**src/rtl/sdr_down_timer.sv**
```systemverilog
module sdr_down_timer #(
  parameter int W = 6
) (
  input  logic         clk,
  input  logic         rst_n,
  input  logic         load,
  input  logic [W-1:0] load_val,
  output logic         busy
);
  logic [W-1:0] cnt;

  always_ff @(posedge clk or negedge rst_n) begin
    if (!rst_n)            cnt <= '0;
    else if (load)         cnt <= load_val;
    else if (cnt != '0)    cnt <= cnt - W'(1);
  end

  assign busy = (cnt != '0);
endmodule

```
**src/rtl/sdr_bank_timer.sv**
```systemverilog
module sdr_bank_timer #(
  parameter int CNT_W = 6
) (
  input  logic             clk,
  input  logic             rst_n,
  input  logic             act_load,
  input  logic [CNT_W-1:0] act_val,
  input  logic             lock_load,
  input  logic [CNT_W-1:0] lock_val,
  output logic             act_busy,
  output logic             lock_busy
);
  sdr_down_timer #(.W(CNT_W)) u_act (
    .clk(clk), .rst_n(rst_n), .load(act_load), .load_val(act_val), .busy(act_busy)
  );

  sdr_down_timer #(.W(CNT_W)) u_lock (
    .clk(clk), .rst_n(rst_n), .load(lock_load), .load_val(lock_val), .busy(lock_busy)
  );
endmodule

```
**config.mk**
```make
export PLATFORM = sky130hd
export DESIGN_NAME = sdr_bank_timer
export DESIGN_NICKNAME = d
export VERILOG_FILES = /design/src/rtl/sdr_down_timer.sv /design/src/rtl/sdr_bank_timer.sv
export SDC_FILE = /design/constraint.sdc
export NUM_CORES = 1
export LEC_CHECK = 0
export BUFFER_PORTS_ARGS = -buffer_cell sky130_fd_sc_hd__buf_2
export CAP_MARGIN = 20
export CORE_MARGIN = 3
export CORE_UTILIZATION = 45
export CTS_CLUSTER_DIAMETER = 80
export DETAILED_ROUTE_END_ITERATION = 8
export HOLD_SLACK_MARGIN = 0.02
export MAX_ROUTING_LAYER = met4
export PLACE_DENSITY = 0.77
export SETUP_SLACK_MARGIN = 0.15
export SLEW_MARGIN = 25
export SYNTH_ARGS = -nofsm -noshare
export SYNTH_HDL_FRONTEND = slang
export SYNTH_SLANG_ARGS = --single-unit
```
**constraint.sdc**
```tcl
create_clock -name clk -period 4.4 [get_ports clk]
set_clock_uncertainty 0.1 [all_clocks]
set_input_delay 0.22 -clock clk [delete_from_list [all_inputs] [get_ports clk]]
set_output_delay 0.22 -clock clk [all_outputs]
set_load 0.01 [all_outputs]
```
==> key figures <==
Logic synthesis
  – Syn_area_per_cell: ~9.3 µm²
  – Largest family of logic cells by synthesized area: compound AO/OA/AOI/OAI gates
  – Post-Syn Area: around 760 µm²
  – Synth cell types: 29
  – Seq/Total Area, Yosys: 0.397
  – Cells after synthesis: 81
  – Simple-gate share of the synthesized area: 0.210
  – Complex-gate fraction of the synthesized area: 0.220
  – Syn Nets: slightly above 100
  – Synth Register Bits: 12
  – Area share of fa/ha/maj cells after synthesis: 0.0661
  – Multiplexer area fraction after synthesis: 0
  – Warnings, synthesis: 0
  – XOR/XNOR Fraction of Synth Area: 0.0463

Outcome
  – Status: complete, no violations

Global route
  – First-pass GRT wire length: around 2.3 mm
  – Antenna violations before repair: 0
  – Global route total overflow: 0
  – Number of global-route vias before repair: about 560
  – Largest net degree at the start of global routing: 14
  – GRT Util Overall: 0.160

Routing
  – Wl on met1: approximately 750 µm
  – Drt total wl: between 1.5 and 2 mm
  – Met2 WL: ~640 µm
  – Highest metal used: met4
  – Via Count: between 600 and 700
  – Remaining DRCs: 0
  – DRT Pass-1 Iters: 4
  – WL per Instance: between 10 and 15 µm
  – Met3 wire length: 119 µm
  – DRT iter0 DRCs: 11
  – Detail Route Antenna Nets: 0
  – Vias/cell: ~5.4

Worst setup path
  – Required @ worst endpoint: around 4 ns
  – CP max FO: 6
  – Reg-to-reg slack, setup: 2.76 ns
  – Crit path DAT: about 1.7 ns
  – Setup CP Type: reg -> out
  – Startpoint types: flip-flop
  – CP endpoint kind: output port

Placed design
  – I/O Buffers: 17
  – RD Place Congestion: a little over 0.8
  – Pre-CTS setup slack: 2.70 ns
  – Placed instance count: 112
  – DP Wirelength: 1.18 mm
  – Post-DP Area: 846 µm²

Power
  – LEAKAGE: ~0.41 nW
  – Max VDD drop: between 0.15 and 0.2 mV
  – PwrDens: roughly 360 nW/µm²
  – Power Total: between 300 and 400 µW

Worst hold path
  – Worst hold path type: in -> reg

CTS
  – Clock transition at path regs: 0.08 ns
  – Setup bufs post-CTS: 0
  – Clk Latency, worst-skew pair: about 0.29 ns
  – Hold-fix buffers at CTS: 1
  – Resized Gates After CTS: 0
  – CTS Buffer Depth: 2
  – Clk root buf: clkbuf_4
  – CTS tree: built
  – Clock sinks: 12
  – Cts bufs inserted: 3
  – H-tree depth: 1

Run
  – Maxcap violations: 0

Final layout
  – Area added between synthesis and finish: 17.9%
  – Post-Layout Inst Area: approximately 890 µm²
  – Fin util: 0.579
  – Post-route insts no fill: approximately 120
  – # diodes: 0
  – Share of cells above drive strength 1: 0.257
  – Final layout net count: about 120

Timing
  – Slew Limit Fails: 0
  – Worst-Margin Slew: 0.613 ns
  – RSZ-0062 raised after global routing: no
  – Slew HR: 0.588
  – Final Cycle Share: 0.460
  – Maximum clock frequency: between 400 and 500 MHz
  – Final worst slack: about 2.4 ns
  – Endpoints failing setup: 0
  – Fin crit period: about 2.0 ns
  – Setup TNS: 0 ns
  – Fin. Hold Viols: 0
  – Hold_ws: between 0.03 and 0.04 ns

Floorplan
  – Die area: roughly 2200 µm²
  – Starting Density: 0.491
  – Core area: between 1500 and 2000 µm²
  – I/O pins: 18
  – Die X: 47.0 µm
  – Row count: 14
  – Die height: 47.0 µm
==> logic make-up after synthesis <==
group	count (synthesis)
AO/OA/AOI/OAI	23
XOR/XNOR	4
adder cells (fa/ha/maj)	4
buffers and inverters	10
flip-flops	12
AND/OR/NAND/NOR	28
==> path summary, 6_finish.rpt <==
check | end | from | depth (start not counted)
min in group asynchronous | u_lock.cnt[4] | rst_n | 2
max in group asynchronous | u_lock.cnt[1] | rst_n | 2
setup reg to reg | u_act.cnt[4] | u_act.cnt[0] | 5
setup / recovery | lock_busy | u_lock.cnt[0] | 6
hold / removal | u_act.cnt[2] | act_val[2] | 3
hold reg to reg | u_act.cnt[5] | u_act.cnt[5] | 2
==> per-layer routing <==
metal,GRT usage,vias to the layer above
li1,-,332
met1,0.228,277
met2,0.192,23
met3,0.0460,4
met4,0.0994,0
met5,-,-
==> cell usage after synthesis <==
master          instances  area share
a31o_2                  1       0.012
inv_1                   8       0.040
a21o_1                  1      0.0099
and3_1                  1      0.0083
ha_1                    4       0.066
dfrtp_1                12        0.40
xnor2_1                 4       0.046
a221o_1                 1       0.013
a21boi_0                1      0.0099
nand2_1                 7       0.035
nor3_1                  5       0.033
or3_4                   1       0.015
nor4_1                  2       0.017
and2b_2                 1       0.012
a31oi_1                 2       0.017
a22o_1                  1       0.012
or3b_1                  1       0.012
dlymetal6s2s_1          1       0.017
and2_1                  1      0.0083
nor2b_1                 4       0.033
nor2_1                  3       0.015
nand2b_1                1      0.0083
o31ai_1                 8       0.079
o211ai_2                1       0.017
or4_4                   1       0.015
o21ai_0                 1      0.0066
a21oi_1                 5       0.033
clkbuf_1                1      0.0050
a2bb2oi_1               1       0.012
==> where the power goes <==
part | switching [mW] | leakage (nW) | total (mW) | internal, mW
registers | 0.0178 | 0.142 | 0.144 | 0.127
logic | 0.0425 | 0.250 | 0.0841 | 0.0417
clock network | 0.0427 | 0.0210 | 0.0932 | 0.0505
total | 0.103 | 0.413 | 0.322 | 0.219
==> critical path, cell delays in order (launching register included) <==
cell and delay, ns:
dfrtp_1 0.40, inv_1 0.11, ha_1 0.18, nor2b_1 0.32, and2_1 0.22, inv_1 0.05
buf_2 0.13
==> area by class of cell <==
| type | count | area, µm² |
|---|---|---|
| fill | 144 | 649 |
| multi-input combinational | 59 | 410 |
| sequential | 12 | 300 |
| timing repair buffer | 18 | 95.1 |
| clock buffer | 4 | 36.3 |
| inverter | 8 | 30.0 |
| tap | 16 | 20.0 |
==> flip-flops by register name, summed over array words and instances, names as in the netlist <==
name	count
u_act.cnt	6
u_lock.cnt	6
==> cells in the final DEF (no fill, tap or decap), types with 2 or more instances in the layout <==
cell / Yosys / layout
xnor2_1: 4 / 4
o31ai_1: 8 / 8
clkbuf_4: 0 / 3
inv_1: 8 / 8
dfrtp_1: 12 / 12
nor3_1: 5 / 5
nor2b_1: 4 / 4
a31oi_1: 2 / 2
ha_1: 4 / 4
nand2_1: 7 / 7
nor4_1: 2 / 2
buf_2: 0 / 17
nor2_1: 3 / 3
a21oi_1: 5 / 5
(Power assumes the default switching activity.)
